===== src/rtl/esc_pkg.sv =====
package esc_pkg;

    typedef enum logic [1:0] {
        SLOT_BLANK,
        SLOT_ACTIVE,
        SLOT_EAV,
        SLOT_SAV
    } slot_e;

    localparam logic [7:0] BLANK_LUMA   = 8'h10;
    localparam logic [7:0] BLANK_CHROMA = 8'h80;

    // Status byte: 1, F, V, H, then four protection bits.
    function automatic logic [7:0] status_byte(input logic f, input logic v, input logic h);
        return {1'b1, f, v, h, v ^ h, f ^ h, f ^ v, f ^ v ^ h};
    endfunction

    // Keep video data clear of the preamble values.
    function automatic logic [7:0] clip_byte(input logic [7:0] b);
        if (b == 8'h00) return 8'h01;
        if (b == 8'hFF) return 8'hFE;
        return b;
    endfunction

endpackage


===== src/rtl/esc_timing.sv =====
module esc_timing
    import esc_pkg::*;
#(
    parameter int H_TOTAL  = 1650,
    parameter int H_ACTIVE = 1280,
    parameter int V_TOTAL  = 750,
    parameter int V_ACTIVE = 720
) (
    input  logic        clk,
    input  logic        rst_n,
    input  logic        de_i,
    input  logic        vs_i,
    output slot_e       slot_o,
    output logic [1:0]  idx_o,
    output logic        vbit_o
);
    localparam int HW = $clog2(H_TOTAL);
    localparam int VW = $clog2(V_TOTAL);
    localparam logic [HW-1:0] H_TOT_M1 = HW'(H_TOTAL - 1);
    localparam logic [HW-1:0] H_ACT_W  = HW'(H_ACTIVE);
    localparam logic [HW-1:0] H_EAV_E  = HW'(H_ACTIVE + 4);
    localparam logic [HW-1:0] H_SAV_W  = HW'(H_TOTAL - 4);
    localparam logic [VW-1:0] V_TOT_M1 = VW'(V_TOTAL - 1);
    localparam logic [VW-1:0] V_ACT_W  = VW'(V_ACTIVE);

    typedef struct packed {
        logic [HW-1:0] hcnt;
        logic [VW-1:0] lcnt;
        logic          de_prev;
        logic          vs_prev;
        logic          vs_seen;
        logic          locked;
    } state_t;

    state_t s_d, s_q;

    logic          de_rise, frame_start, locked_now;
    logic [HW-1:0] pos, off;
    logic [VW-1:0] cur_line, nxt_line;

    always_comb begin
        de_rise     = de_i & ~s_q.de_prev;
        frame_start = de_rise & s_q.vs_seen;
        locked_now  = s_q.locked | frame_start;
        pos         = de_rise ? '0 : s_q.hcnt;

        if (frame_start)
            cur_line = '0;
        else if (pos == '0)
            cur_line = (s_q.lcnt == V_TOT_M1) ? '0 : s_q.lcnt + VW'(1);
        else
            cur_line = s_q.lcnt;
        nxt_line = (cur_line == V_TOT_M1) ? '0 : cur_line + VW'(1);

        s_d.hcnt    = (pos == H_TOT_M1) ? '0 : pos + HW'(1);
        s_d.lcnt    = cur_line;
        s_d.de_prev = de_i;
        s_d.vs_prev = vs_i;
        s_d.vs_seen = frame_start ? 1'b0 : (s_q.vs_seen | (vs_i & ~s_q.vs_prev));
        s_d.locked  = locked_now;

        slot_o = SLOT_BLANK;
        off    = '0;
        vbit_o = 1'b0;
        if (locked_now) begin
            if (pos < H_ACT_W && cur_line < V_ACT_W) begin
                slot_o = SLOT_ACTIVE;
            end else if (pos >= H_ACT_W && pos < H_EAV_E) begin
                slot_o = SLOT_EAV;
                off    = pos - H_ACT_W;
                vbit_o = (cur_line >= V_ACT_W);
            end else if (pos >= H_SAV_W) begin
                slot_o = SLOT_SAV;
                off    = pos - H_SAV_W;
                vbit_o = (nxt_line >= V_ACT_W);
            end
        end
        idx_o = off[1:0];
    end

    always_ff @(posedge clk) begin
        if (!rst_n) begin
            s_q.hcnt    <= '0;
            s_q.lcnt    <= V_TOT_M1;
            s_q.de_prev <= 1'b0;
            s_q.vs_prev <= 1'b0;
            s_q.vs_seen <= 1'b0;
            s_q.locked  <= 1'b0;
        end else begin
            s_q <= s_d;
        end
    end

    // once aligned to a frame, the block stays aligned
    p_lock_hold_r1: assert property (@(posedge clk) disable iff (!rst_n)
        s_q.locked |=> s_q.locked);

    // the line number moves only when the pixel position restarts
    p_line_step_r6: assert property (@(posedge clk) disable iff (!rst_n)
        (s_q.lcnt != $past(s_q.lcnt)) |-> (s_q.hcnt == HW'(1)));

endmodule


===== src/rtl/esc_formatter.sv =====
module esc_formatter
    import esc_pkg::*;
#(
    parameter logic F_BIT = 1'b0
) (
    input  logic       clk,
    input  logic       rst_n,
    input  slot_e      slot_i,
    input  logic [1:0] idx_i,
    input  logic       vbit_i,
    input  logic [7:0] y_i,
    input  logic [7:0] c_i,
    output logic [7:0] y_o,
    output logic [7:0] c_o
);
    typedef struct packed {
        logic [7:0] y;
        logic [7:0] c;
        logic       act;
    } out_t;

    out_t o_d, o_q;
    logic [7:0] code_word;

    always_comb begin
        case (idx_i)
            2'd0:    code_word = 8'hFF;
            2'd3:    code_word = status_byte(F_BIT, vbit_i, slot_i == SLOT_EAV);
            default: code_word = 8'h00;
        endcase

        o_d.act = 1'b0;
        case (slot_i)
            SLOT_ACTIVE: begin
                o_d.y   = clip_byte(y_i);
                o_d.c   = clip_byte(c_i);
                o_d.act = 1'b1;
            end
            SLOT_EAV, SLOT_SAV: begin
                o_d.y = code_word;
                o_d.c = code_word;
            end
            default: begin
                o_d.y = BLANK_LUMA;
                o_d.c = BLANK_CHROMA;
            end
        endcase
    end

    always_ff @(posedge clk) begin
        if (!rst_n) begin
            o_q.y   <= BLANK_LUMA;
            o_q.c   <= BLANK_CHROMA;
            o_q.act <= 1'b0;
        end else begin
            o_q <= o_d;
        end
    end

    assign y_o = o_q.y;
    assign c_o = o_q.c;

    // active words never carry a preamble value
    p_active_clean_r9: assert property (@(posedge clk) disable iff (!rst_n)
        o_q.act |-> (o_q.y != 8'h00 && o_q.y != 8'hFF && o_q.c != 8'h00 && o_q.c != 8'hFF));

    // the first slot after the active run opens an end code
    p_eav_after_active_r3: assert property (@(posedge clk) disable iff (!rst_n)
        $fell(o_q.act) |-> (o_q.y == 8'hFF));

endmodule


===== src/rtl/esc_inserter.sv =====
module esc_inserter
    import esc_pkg::*;
#(
    parameter int H_TOTAL  = 1650,
    parameter int H_ACTIVE = 1280,
    parameter int V_TOTAL  = 750,
    parameter int V_ACTIVE = 720
) (
    input  logic       clk,
    input  logic       rst_n,
    input  logic       vid_de,
    input  logic       vid_vs,
    input  logic [7:0] vid_y,
    input  logic [7:0] vid_c,
    output logic [7:0] code_y,
    output logic [7:0] code_c
);
    slot_e      slot;
    logic [1:0] idx;
    logic       vbit;

    esc_timing #(
        .H_TOTAL (H_TOTAL),
        .H_ACTIVE(H_ACTIVE),
        .V_TOTAL (V_TOTAL),
        .V_ACTIVE(V_ACTIVE)
    ) u_timing (
        .clk   (clk),
        .rst_n (rst_n),
        .de_i  (vid_de),
        .vs_i  (vid_vs),
        .slot_o(slot),
        .idx_o (idx),
        .vbit_o(vbit)
    );

    esc_formatter #(
        .F_BIT(1'b0)
    ) u_fmt (
        .clk   (clk),
        .rst_n (rst_n),
        .slot_i(slot),
        .idx_i (idx),
        .vbit_i(vbit),
        .y_i   (vid_y),
        .c_i   (vid_c),
        .y_o   (code_y),
        .c_o   (code_c)
    );

    // both lanes carry the preamble together
    p_lanes_match_r2: assert property (@(posedge clk) disable iff (!rst_n)
        (code_y == 8'hFF) |-> (code_c == 8'hFF));

    // a preamble is followed by two zero words and a status word
    p_code_seq_r2: assert property (@(posedge clk) disable iff (!rst_n)
        (code_y == 8'hFF) |=> (code_y == 8'h00 && code_c == 8'h00)
            ##1 (code_y == 8'h00 && code_c == 8'h00)
            ##1 (code_y[7] && code_y == code_c));

endmodule


===== config.mk =====
export PLATFORM = sky130hd
export DESIGN_NAME = esc_inserter
export DESIGN_NICKNAME = d
export VERILOG_FILES = /design/src/rtl/esc_pkg.sv /design/src/rtl/esc_timing.sv /design/src/rtl/esc_formatter.sv /design/src/rtl/esc_inserter.sv
export SDC_FILE = /design/constraint.sdc
export NUM_CORES = 1
export LEC_CHECK = 0
export ABC_AREA = 1
export BUFFER_PORTS_ARGS = -buffer_cell sky130_fd_sc_hd__buf_2
export CAP_MARGIN = 25
export CORE_MARGIN = 2
export CORE_UTILIZATION = 30
export CTS_CLUSTER_DIAMETER = 80
export DETAILED_ROUTE_END_ITERATION = 8
export GPL_ROUTABILITY_DRIVEN = 1
export PLACE_DENSITY_LB_ADDON = 0.15
export SLEW_MARGIN = 20
export SYNTH_ARGS = -nofsm -noshare
export SYNTH_HDL_FRONTEND = slang
export SYNTH_SLANG_ARGS = --single-unit

===== constraint.sdc =====
create_clock -name clk -period 4.6 [get_ports clk]
set_input_delay 1.38 -clock clk [delete_from_list [all_inputs] [get_ports clk]]
set_output_delay 1.38 -clock clk [all_outputs]
set_load 0.02 [all_outputs]

Word-level counts from Yosys, hierarchy flattened
Cells that the tools add are included.
{"block": "totals", "regBits": 41, "input_bits": 20, "out_inout_bits": 16, "elab_cells": 84}
{"block": "classes", "add_sub_neg": 5, "order_cmp": 7, "eq_ne": 9, "mux": 37, "bitwise_logic": 9, "n_reduce_logical": 9}
{"op": "$mux W8", "n": 8}
{"op": "$mux W10", "n": 4}
{"op": "$pmux W16 S2", "n": 1}
{"op": "$ge A11 B11 Y1 const B", "n": 2}
{"op": "$lt A11 B11 Y1 const B", "n": 2}
{"op": "$add A10 B1 Y10 const B", "n": 2}
{"op": "$eq A10 B10 Y1 const B", "n": 2}
{"op": "$ge A10 B10 Y1 const B", "n": 2}
{"op": "$eq A8 B8 Y1 const B", "n": 2}
{"op": "$logic_not A8 Y1", "n": 2}
{"op": "$mux W2", "n": 8}
{"op": "$pmux W8 S2", "n": 1}
{"op": "$mux W1", "n": 14}
{"op": "$add A11 B1 Y11 const B", "n": 1}
{"op": "$eq A11 B11 Y1 const B", "n": 1}
{"op": "$logic_not A11 Y1", "n": 1}
{"op": "$mux W11", "n": 1}
{"op": "$lt A10 B10 Y1 const B", "n": 1}
{"op": "$eq A2 B2 Y1 const B", "n": 3}
{"op": "$reduce_or A2 Y1", "n": 3}
{"op": "$and A1 B1 Y1", "n": 3}
{"op": "$not A1 Y1", "n": 3}
{"op": "$eq A2 B1 Y1 const B", "n": 1}
{"op": "$logic_and A1 B1 Y1", "n": 2}
{"op": "other kinds (5)", "n": 6}

Logic depth before layout (Yosys ltp)
Gate-level depths: netlist of run 1.
{"block": "logic_depth", "depth_word": 17, "ltp_mapped": 29, "depth_no_buf": 29}

Modules after synthesis
Synthesis of run 1 repeated with hierarchy kept, for this count alone.
{"block": "unflattened", "hier_cells": 433, "area_unflattened_um2": 2728.9}
{"module": "esc_timing", "n_inst": 1, "cells_each": 325, "area_each_um2": 1979.4, "seq_area_each_um2": 500.5}
{"module": "esc_formatter", "n_inst": 1, "cells_each": 108, "area_each_um2": 749.5, "seq_area_each_um2": 320.3}

Least setup slack after synthesis of run 1
Ideal clock, no wire load.
{"block": "synth_path", "kind": "input to register", "startpoint": "input vid_de", "endpoint": "register u_fmt.o_q (netlist bit u_fmt.c_o[1])", "setup_ns": 0.137, "arrival_time_ns": 3.577, "required_ns": 4.463, "path_slack_ns": 0.886, "stages": 23, "path_buffers": 1, "path_cell_list": "nand2_4 > inv_2 > nor2_2 > inv_1 > ha_1 > nand3_1 > nor2_2 > buf_6 > nand2_1 > nand2_1 > inv_1 > nand2_1 > inv_1 > ha_1 > nand2_1 > xor2_1 > nand2_1 > nand3_1 > nand2_1 > nand2_2 > a21oi_1 > o21ai_1 > a21oi_1"}
{"block": "synth_via", "elab_chain_len": 14, "word_cells_on_any_way": 41, "classes_between": "add/sub: 3; order compare: 7; eq/ne: 5; mux: 18; bitwise: 3; reduce/logical: 5"}
{"element": "start: declaration", "line": "esc_inserter.sv:11", "rtl": "input logic vid_de,"}
{"element": "$and A1 B1 Y1 *", "line": "esc_timing.sv:42", "rtl": "de_rise = de_i & ~s_q.de_prev;"}
{"element": "$mux W11", "line": "esc_timing.sv:45", "rtl": "pos = de_rise ? '0 : s_q.hcnt;"}
{"element": "$logic_not A11 Y1", "line": "esc_timing.sv:49", "rtl": "else if (pos == '0)"}
{"element": "$mux W10", "line": "esc_timing.sv:49"}
{"element": "$mux W10 *", "line": "esc_timing.sv:47", "rtl": "if (frame_start)"}
{"element": "named net u_timing.cur_line[0]", "line": "esc_timing.sv:39", "rtl": "logic [VW-1:0] cur_line, nxt_line;"}
{"element": "$add A10 B1 Y10 or $eq A10 B10 Y1 (tied branches)", "line": "esc_timing.sv:53", "rtl": "nxt_line = (cur_line == V_TOT_M1) ? '0 : cur_line + VW'(1);"}
{"element": "$mux W10", "line": "esc_timing.sv:53"}
{"element": "$ge A10 B10 Y1", "line": "esc_timing.sv:75", "rtl": "vbit_o = (nxt_line >= V_ACT_W);"}
{"element": "$mux W1", "line": "esc_timing.sv:72", "rtl": "end else if (pos >= H_SAV_W) begin"}
{"element": "$mux W1", "line": "esc_timing.sv:68", "rtl": "end else if (pos >= H_ACT_W && pos < H_EAV_E) begin"}
{"element": "$mux W1", "line": "esc_timing.sv:66", "rtl": "if (pos < H_ACT_W && cur_line < V_ACT_W) begin"}
{"element": "$mux W1", "line": "esc_timing.sv:65", "rtl": "if (locked_now) begin"}
{"element": "$pmux W8 S2", "line": "esc_formatter.sv:26", "rtl": "case (idx_i)"}
{"element": "$pmux W16 S2 *", "line": "esc_formatter.sv:33", "rtl": "case (slot_i)"}
{"element": "end: declaration", "line": "esc_formatter.sv:22", "rtl": "out_t o_d, o_q;"}
The timed path passes the listed nets; every way through them passes the cells marked *.
A chain may end at the register's enable or synchronous reset.

Final worst setup path of run 1
{"block": "layout_path", "startpoint": "input vid_de", "endpoint": "register u_fmt.o_q (netlist bit u_fmt.y_o[1])"}
The elaborated chain is that of the path after synthesis.

==> results of run 1 <==
## path summary, 6_finish.rpt
path	startpoint	endpoint	slack, ns
max	vid_de	u_fmt.y_o[1]	0.56
min	u_timing.s_q[18]	u_timing.s_q[18]	0.53
max reg2reg	u_timing.s_q[3]	u_fmt.y_o[1]	1.38
min reg2reg	u_timing.s_q[18]	u_timing.s_q[18]	0.53
## flip-flops by register name (all words and copies together) (netlist names)
signal        count
u_fmt.c_o         8
u_fmt.y_o         8
u_timing.s_q     25
## placed cells by master (no fill, tap or decap), types with 5 or more instances in the layout
cell      count
nand3_2       6
ha_1         11
buf_2        35
nand4_1      10
a21oi_2       5
inv_1        74
a21oi_1      19
nor2_1       40
clkbuf_8      5
inv_2         6
nand2_2      16
nand2_1     106
o21ai_0       8
nor2_2        9
nor2_4        5
dfxtp_1      41
nand3_1      34
nor3_1        6
## Yosys cell counts (all sizes together)
cell    instances
a21oi          24
a31oi           2
buf             3
clkbuf          4
clkinv          1
dfxtp          41
ha             11
inv            80
nand2         126
nand3          41
nand3b          1
nand4          10
nor2           54
nor3            6
nor4            4
o211ai          4
o21ai          11
o221ai          2
or2             2
xnor2           2
xor2            4
## power by group through the flow
stage | Clock, uW | Sequential (uW) | Combinational (uW)
after floorplan | 0 | 433 | 422
after global placement | 0 | 433 | 543
after detailed placement | 0 | 431 | 541
after CTS | 311 | 423 | 545
after global routing | 326 | 430 | 625
final | 298 | 424 | 540
## per-layer routing
| metal | vias up | wire [um] |
|---|---|---|
| li1 | 1428 | - |
| met1 | 1151 | 3290 |
| met2 | 43 | 3250 |
| met3 | 13 | 185 |
| met4 | 0 | 121 |
| met5 | - | 0 |
## worst max-delay path: stages
cell	delay (ns)
buf_2	0.11
nand2_4	0.11
inv_2	0.17
nor2_2	0.07
inv_1	0.14
ha_1	0.21
nand3_1	0.10
nor2_2	0.34
nand2_1	0.11
nand2_1	0.11
inv_1	0.05
nand2_1	0.10
inv_1	0.07
ha_1	0.22
nand2_1	0.09
xor2_1	0.14
nand2_1	0.06
nand3_1	0.06
nand2_1	0.07
nand2_2	0.09
a21oi_1	0.06
o21ai_1	0.24
a21oi_1	0.10
## per-stage QoR
stage | hold WS (ns) | std cells
6_report | 0.534 | 581
3_5_place_dp | 0.520 | 573
3_3_place_gp | 0.516 | 573
5_1_grt | 0.562 | 581
2_1_floorplan | 0.488 | 433
4_1_cts | 0.535 | 581
## logic make-up after synthesis
group / count (synthesis) / synth area share (%)
xor gates and xnor gates: 6 / 1.87
buffers and inverters: 88 / 12.3
adders and majority gates: 11 / 4.91
and+or+nand+nor: 244 / 42.5
AOI/OAI and AO/OA: 43 / 9.19
DFF: 41 / 29.3
## layout make-up
class	count	share of cell area, %
multi-input cells	304	51.2
flip-flops and latches	41	25.6
inverters	81	9.50
repair buffers	36	5.71
well taps	111	4.34
clock buffers	5	2.15
clock inverters	3	1.45
==> impl_metrics.env, run 1 <==
export IMPL_dp_hpwl_um=5360
export IMPL_io_buffers=35
export IMPL_design_power_total_uw=1260
export IMPL_maxSlewViolCount=0
export IMPL_comb_power_share_pct=42.8
export IMPL_syn_inst=433
export IMPL_max_slew_margin_rel_pct=51.1
export IMPL_cts_setup_buffers=0
export IMPL_top_usage_layer="met2"
export IMPL_synth_net_count=464
export IMPL_place_congestion=0.819
export IMPL_use_met1_pct=19.7
export IMPL_critPathMaxFanout=11
export IMPL_multi_input_area_mm2=0.00164
export IMPL_hold_path_class="flip-flop to flip-flop"
export IMPL_vdd_drop_max_uv=122
export IMPL_yosysTopAreaCell="dfxtp_1"
export IMPL_intPower_uw=726
export IMPL_drt_iter0_drc=82
export IMPL_cts_tree="yes"
export IMPL_start_util_pct=30.6
export IMPL_ys_seq_elements=41
export IMPL_fillerInstances=964
export IMPL_core_area_mm2=0.00915
export IMPL_fin_setup_tns_ns=0
export IMPL_gr_usage_all_layers_pct=14.8
export IMPL_fin_crit_ns=4.04
export IMPL_drive_gt1_share_pct=21.1
export IMPL_timing_final_ws_setup_ns=0.555
export IMPL_cts_sinks=41
export IMPL_endpoint_kind="flip-flop"
export IMPL_seq_area_um2=821
export IMPL_worstSetupPathType="input pin to flip-flop"
export IMPL_switching_share_pct=42.5
export IMPL_drcViolationCount=0
export IMPL_yosysTopAreaCellShare_pct=29.3
export IMPL_power_leakage_uw=0.00159
export IMPL_wl_per_cell_um=11.8
export IMPL_rsz0062_at_grt="no"
export IMPL_setup_viol=0
export IMPL_fin_worst_skew_ns=0.0109
export IMPL_status="finished clean"
export IMPL_dieArea_mm2=0.0101
export IMPL_max_freq_mhz=247
export IMPL_ys_warn_count=0
export IMPL_grt_pass1_wl_um=12200
export IMPL_io_pins=36
export IMPL_ctsLongestPathBuffers=2
export IMPL_vias_per_cell=4.54
export IMPL_p_seq_share_pct=33.6
export IMPL_vias=2635
export IMPL_required_ns=4.75
export IMPL_synth_seq_area_share_pct=29.3
export IMPL_gr_usage_met3_pct=2.29
export IMPL_cp_start_kind="input pin"
export IMPL_worstSkewPairLatency_ns=0.30
export IMPL_path_clk_slew_ns=0.08
export IMPL_cts_resized=0
export IMPL_placed_area_mm2=0.00309
export IMPL_p_per_area_mw_per_mm2=394
export IMPL_fin_util_pct=35.0
export IMPL_cts_made_buffers=5
export IMPL_grt_pass1_vias=2607
export IMPL_area_growth_pct=14.1
export IMPL_die_w_um=101
export IMPL_grt_max_degree=21
export IMPL_synth_area_leaders="dfxtp_1 (29%), nand2_1 (14%), inv_1 (9.9%)"
export IMPL_p_switching_uw=536
export IMPL_ant_nets=0
export IMPL_ctsHtreeMaxLevel=2
export IMPL_core_rowCount=35
export IMPL_cts_root_buffer_cell="clkbuf_8"
export IMPL_grt_overflow=0
export IMPL_dp_slack_ns=0.249
export IMPL_stdcell_area_mm2=0.00320
export IMPL_hold_violations=0
export IMPL_grt_antenna_before_repair=0
export IMPL_met2_usage_pct=24.5
export IMPL_ctsHoldBuffers=0
export IMPL_die_h_um=101
export IMPL_netlist_area_mm2=0.00281
export IMPL_whs_path_depth=2
export IMPL_worstPathArrival_ns=4.20
export IMPL_max_cap_violations=0
export IMPL_tightest_slew_ns=0.726
export IMPL_synth_area_per_cell_um2=6.48
export IMPL_synth_distinct_cells=32
export IMPL_clockPowerShare_pct=23.6
export IMPL_fin_nets=500
export IMPL_wl_um=6850
export IMPL_antenna_cells=0
export IMPL_rr_worst_depth=23
export IMPL_drt_first_pass_iters=4
export IMPL_post_route_period_util_pct=87.9
Note: power is estimated with default switching activity, not from simulation.
==> inputs of run 2 (changes only) <==
Clock period 4.6 ns to 3.6 ns, I/O delays scaled along.
==> run 2 against run 1 <==
  * Via count grew 1.9%
  * Power up 26%
  * Largest power group unchanged
  * Largest cell class unchanged
  * Sequential power is 27% higher
  * Critical path type unchanged
  * Clock-buffer cell count increased by 2
  * Final cell count grew 2.8%
==> impl_metrics.env, run 2 (synthesis gave the netlist of run 1 again) <==
export IMPL_cts_made_buffers=5
export IMPL_critPathMaxStageDelay_ns=0.23
export IMPL_grt_max_degree=16
export IMPL_cpMostUsedCell="nand2_1"
export IMPL_rrSetupSlack_ns=0.80
export IMPL_ctsHtreeMaxLevel=2
export IMPL_max_slew_margin_rel_pct=61.8
export IMPL_fillerInstances=1012
export IMPL_grt_pass1_wl_um=11800
export IMPL_post_route_period_util_pct=92.1
export IMPL_start_util_pct=30.6
export IMPL_cp_start_kind="input pin"
export IMPL_critPathMaxFanout=9
export IMPL_cts_tree="yes"
export IMPL_design_power_total_uw=1590
export IMPL_p_per_area_mw_per_mm2=481
export IMPL_maxSlewViolCount=0
export IMPL_crit_chain="buf_2 -> nand2_4 -> inv_2 -> nor2_2 -> inv_1 -> ha_1 -> nand2_2 -> nor2_4 -> nand2_4 -> nand2_1 -> nand2_1 -> inv_1 -> nand2_1 -> inv_1 -> ha_1 -> nand2_1 -> xor2_1 -> nand2_1 -> nand3_1 -> nand2_1 -> nand2_2 -> a21oi_1 -> o21ai_2 -> a21oi_1"
export IMPL_dp_hpwl_um=5500
export IMPL_drcViolationCount=0
export IMPL_max_cap_violations=0
export IMPL_endpoint_kind="flip-flop"
export IMPL_core_rowCount=35
export IMPL_slowest_stage="ha_1"
export IMPL_seq_area_um2=821
export IMPL_gr_usage_all_layers_pct=14.5
export IMPL_layout_commonest_cell="nand2_1"
export IMPL_vias_per_cell=4.50
export IMPL_dp_cells=589
export IMPL_vias=2684
export IMPL_fin_nets=516
export IMPL_wl_um=6910
export IMPL_cts_sinks=41
export IMPL_worstPathArrival_ns=3.46
export IMPL_setup_viol=0
export IMPL_worstSkewPairLatency_ns=0.29
export IMPL_dp_slack_ns=-0.146
export IMPL_max_freq_mhz=302
export IMPL_regMostFlops="u_timing.s_q"
export IMPL_worstSetupPathType="input pin to flip-flop"
export IMPL_grt_overflow=0
export IMPL_timing_final_ws_setup_ns=0.286
export IMPL_antenna_cells=0
export IMPL_rsz0062_at_grt="no"
export IMPL_fin_worst_skew_ns=0.00922
export IMPL_cts_setup_buffers=0
export IMPL_wl_per_cell_um=11.6
export IMPL_power_leakage_uw=0.00167
export IMPL_drt_first_pass_iters=5
export IMPL_place_congestion=0.864
export IMPL_path_clk_slew_ns=0.08
export IMPL_fin_crit_ns=3.31
export IMPL_die_h_um=101
export IMPL_grt_antenna_before_repair=0
export IMPL_grt_pass1_vias=2627
export IMPL_multi_input_area_mm2=0.00165
export IMPL_required_ns=3.75
export IMPL_dieArea_mm2=0.0101
export IMPL_hold_path_class="flip-flop to flip-flop"
export IMPL_largest_reg_flops=25
export IMPL_drive_gt1_share_pct=23.9
export IMPL_io_buffers=35
export IMPL_fin_util_pct=36.2
export IMPL_layout_common_cells="nand2_1 (106), inv_1 (74), dfxtp_1 (41)"
export IMPL_ant_nets=0
export IMPL_layout_cells_non_filler=597
export IMPL_status="finished clean"
export IMPL_vdd_drop_max_uv=156
export IMPL_hold_violations=0
export IMPL_ctsLongestPathBuffers=2
export IMPL_core_area_mm2=0.00915
export IMPL_tightest_slew_ns=0.568
export IMPL_drt_iter0_drc=88
export IMPL_area_growth_pct=18.2
export IMPL_io_pins=36
export IMPL_cts_root_buffer_cell="clkbuf_8"
export IMPL_holdWs_ns=0.534
export IMPL_die_w_um=101
[run 2: worst max-delay path, delay by kind of cell]
kind	cells	cell delay (ns)
XOR/XNOR	1	0.14
AND/OR/NAND/NOR	13	1.07
AO/OA/AOI/OAI	3	0.40
buffers and inverters	5	0.34
adder cells (fa/ha/maj)	2	0.44
[run 2: worst paths after layout]
kind,startpoint,endpoint,cells past startpoint
worst max-delay path,vid_de,u_fmt.y_o[5],24
worst min-delay path,u_timing.s_q[18],u_timing.s_q[18],2
worst max register to register,u_timing.s_q[4],u_fmt.y_o[5],18
worst min register to register,u_timing.s_q[18],u_timing.s_q[18],2
[run 2: through the flow]
stage | setup TNS (ns) | area [um2]
after global routing | 0 | 3320
after CTS | 0 | 3310
final | 0 | 3320
after detailed placement | -0.578 | 3210
after global placement | -0.447 | 3210
after floorplan | 0 | 2810
[run 2: cell type report]
| class | count | share of cell area, % |
|---|---|---|
| multi-input combinational | 304 | 49.7 |
| sequential | 41 | 24.8 |
| inverter | 81 | 9.17 |
| timing repair buffer | 52 | 9.13 |
| tap | 111 | 4.19 |
| clock buffer | 7 | 2.91 |
| clock inverter | 1 | 0.151 |
[run 2: what timing repair did]
item	in CTS	in global routing
setup endpoints to repair	0	8
hold buffers	0	0
gates resized for setup	0	2
[run 2: power breakdown]
group / switching (uW) / total, uW / internal (uW)
sequential: 42.5 / 540 / 498
combinational: 474 / 721 / 247
clock: 159 / 332 / 173
[run 2: routing by layer]
metal,global-route usage [%],share of wire (%),wire length [um],up-vias
met3,2.50,2.7,185,13
met4,6.53,2.2,153,0
met1,18.2,48,3350,1165
met2,24.3,47,3220,54
li1,-,-,-,1452
met5,0,0,0,-
==> inputs of run 3 (changes only) <==
Clock period 3.6 ns to 2.9 ns, I/O delays scaled along.
==> run 3 against run 2 <==
  * The flow now finishes with violations (setup timing)
  * Utilization increased by 8.6 points
  * Hold slack got worse by 0.0059 ns
  * Flip-flop and latch count unchanged
  * Critical path depth increased by 2
  * Final cell count increased by 10%
  * Sequential share of layout area decreased by 4.7 points
  * Sequential power increased by 24%
  * Clock-buffer cell count decreased by 2
  * Clock power increased by 15%
  * Critical path type unchanged
  * Critical endpoint is now u_fmt.y_o[3]
==> impl_metrics.env, run 3 (synthesis gave the netlist of run 1 again) <==
export IMPL_status="finished with violations"
export IMPL_violations="setup timing"
export IMPL_fin_setup_tns_ns=-0.00483
export IMPL_die_h_um=101
export IMPL_hp_start="u_timing.s_q[18]"
export IMPL_worstSkewPairLatency_ns=0.30
export IMPL_grt_pass1_vias=2941
export IMPL_ctsHoldBuffers=0
export IMPL_cts_sinks=41
export IMPL_r2r_start="u_timing.s_q[3]"
export IMPL_worstPathArrival_ns=3.14
export IMPL_r2r_end="u_fmt.y_o[3]"
export IMPL_fin_worst_skew_ns=0.00887
export IMPL_path_clk_slew_ns=0.09
export IMPL_ctsLongestPathBuffers=2
export IMPL_max_slew_margin_rel_pct=45.8
export IMPL_crit_family="simple AND/OR/NAND/NOR gates"
export IMPL_start_util_pct=30.6
export IMPL_regMostFlops="u_timing.s_q"
export IMPL_endpoint_kind="flip-flop"
export IMPL_seq_area_um2=821
export IMPL_timing_final_ws_setup_ns=-0.00483
export IMPL_hold_violations=0
export IMPL_grt_max_degree=21
export IMPL_place_congestion=0.853
export IMPL_wl_um=8080
export IMPL_area_growth_pct=46.2
export IMPL_setup_viol=1
export IMPL_vias_per_cell=4.63
export IMPL_dp_cells=630
export IMPL_fillerInstances=923
export IMPL_fin_crit_ns=2.90
export IMPL_gr_usage_all_layers_pct=16.2
export IMPL_rsz0062_at_grt="yes"
export IMPL_ant_nets=0
export IMPL_wl_per_cell_um=12.3
export IMPL_drive_gt1_share_pct=41.1
export IMPL_path_depth=26
export IMPL_cp_startpoint="vid_de"
export IMPL_layout_common_cells="nand2_1 (91), buf_4 (72), inv_1 (64)"
export IMPL_required_ns=3.13
export IMPL_post_route_period_util_pct=100
export IMPL_drt_first_pass_iters=4
export IMPL_cts_tree="yes"
export IMPL_holdWs_ns=0.528
export IMPL_tightest_slew_ns=0.812
export IMPL_antenna_cells=0
export IMPL_drt_iter0_drc=132
export IMPL_grt_overflow=0
export IMPL_vias=3052
export IMPL_fin_nets=578
export IMPL_core_area_mm2=0.00915
export IMPL_cp_num_buf_inv=6
export IMPL_cts_made_buffers=5
export IMPL_crit_end="u_fmt.y_o[3]"
export IMPL_p_per_area_mw_per_mm2=607
export IMPL_layout_commonest_cell="nand2_1"
export IMPL_drcViolationCount=0
export IMPL_rrSetupSlack_ns=0.19
export IMPL_critPathMaxStageDelay_ns=0.23
export IMPL_dp_hpwl_um=5890
export IMPL_worstSetupPathType="input pin to flip-flop"
export IMPL_max_cap_violations=0
export IMPL_power_leakage_uw=0.00204
export IMPL_max_freq_mhz=344
export IMPL_dieArea_mm2=0.0101
export IMPL_maxSlewViolCount=0
export IMPL_largest_reg_flops=25
export IMPL_cp_start_kind="input pin"
export IMPL_core_rowCount=35
export IMPL_grt_antenna_before_repair=0
export IMPL_vdd_drop_max_uv=197
export IMPL_io_buffers=35
export IMPL_io_pins=36
export IMPL_die_w_um=101
export IMPL_hold_path_class="flip-flop to flip-flop"
export IMPL_multi_input_area_mm2=0.00193
export IMPL_ctsHtreeMaxLevel=2
export IMPL_critPathMaxFanout=8
export IMPL_grt_pass1_wl_um=13300
export IMPL_cts_root_buffer_cell="clkbuf_8"
export IMPL_rr_worst_depth=26
export IMPL_slowest_stage="nor2_4"
export IMPL_layout_cells_non_filler=659
[run 3: changes by cell type in the layout (fill, tap and decap cells not counted), sizes merged]
| cell | change |
|---|---|
| clkinvlp | +1 |
| buf | +62 |
| clkbuf | -2 |
| clkinv | +1 |
[run 3: how the worst min path moves through the flow]
stage	endpoint	slack [ns]	depth (start not counted)
6_report	u_timing.s_q[18]	0.53	2
5_1_grt	u_timing.s_q[18]	0.57	2
2_1_floorplan	u_timing.s_q[18]	0.49	2
3_5_place_dp	u_timing.s_q[18]	0.51	2
4_1_cts	u_timing.s_q[18]	0.53	2
3_3_place_gp	u_timing.s_q[18]	0.51	2
[run 3: area by class of cell]
class,instances,area share [%]
multi-input combinational,304,47.1
inverter,81,7.75
clock buffer,5,1.68
timing repair buffer,114,19.6
clock inverter,3,0.427
tap,111,3.39
sequential,41,20.0
[run 3: worst min-delay path, cell delays in order, from the launching register on]
cell and delay, ns:
dfxtp_1 0.33, o211ai_1 0.09, a21oi_1 0.06
[run 3: power by group]
part           switching [uW]  internal [uW]  total, uW  leakage, uW
combinational             804            629       1430      0.00166
clock                     217            167        383    0.0000439
sequential               54.1            618        672     0.000335
[run 3: per-stage QoR]
step           utilization [%]  total power [uW]  cell area (um2)  setup WS, ns
3_3_place_gp              39.0              1720             3570        -0.454
5_1_grt                   44.8              2660             4100        -0.162
4_1_cts                   42.2              2290             3870       -0.0112
6_report                  44.8              2490             4100      -0.00483
2_1_floorplan                -              1370             2860        -0.159
3_5_place_dp              39.0              1720             3570        -0.489
[run 3: metal layers]
metal	up-vias	wire length, um	global-route usage, %
met4	0	108	4.85
met3	8	306	2.57
met1	1383	3730	20.5
met5	-	0	0
met2	78	3940	28.4
li1	1583	-	-
[run 3: timing repair]
action / 4_1_cts / 5_1_grt
pin swaps: 31 / 31
setup buffers: 11 / 10
endpoints found under the setup margin: 16 / 15
gates resized for setup: 32 / 44
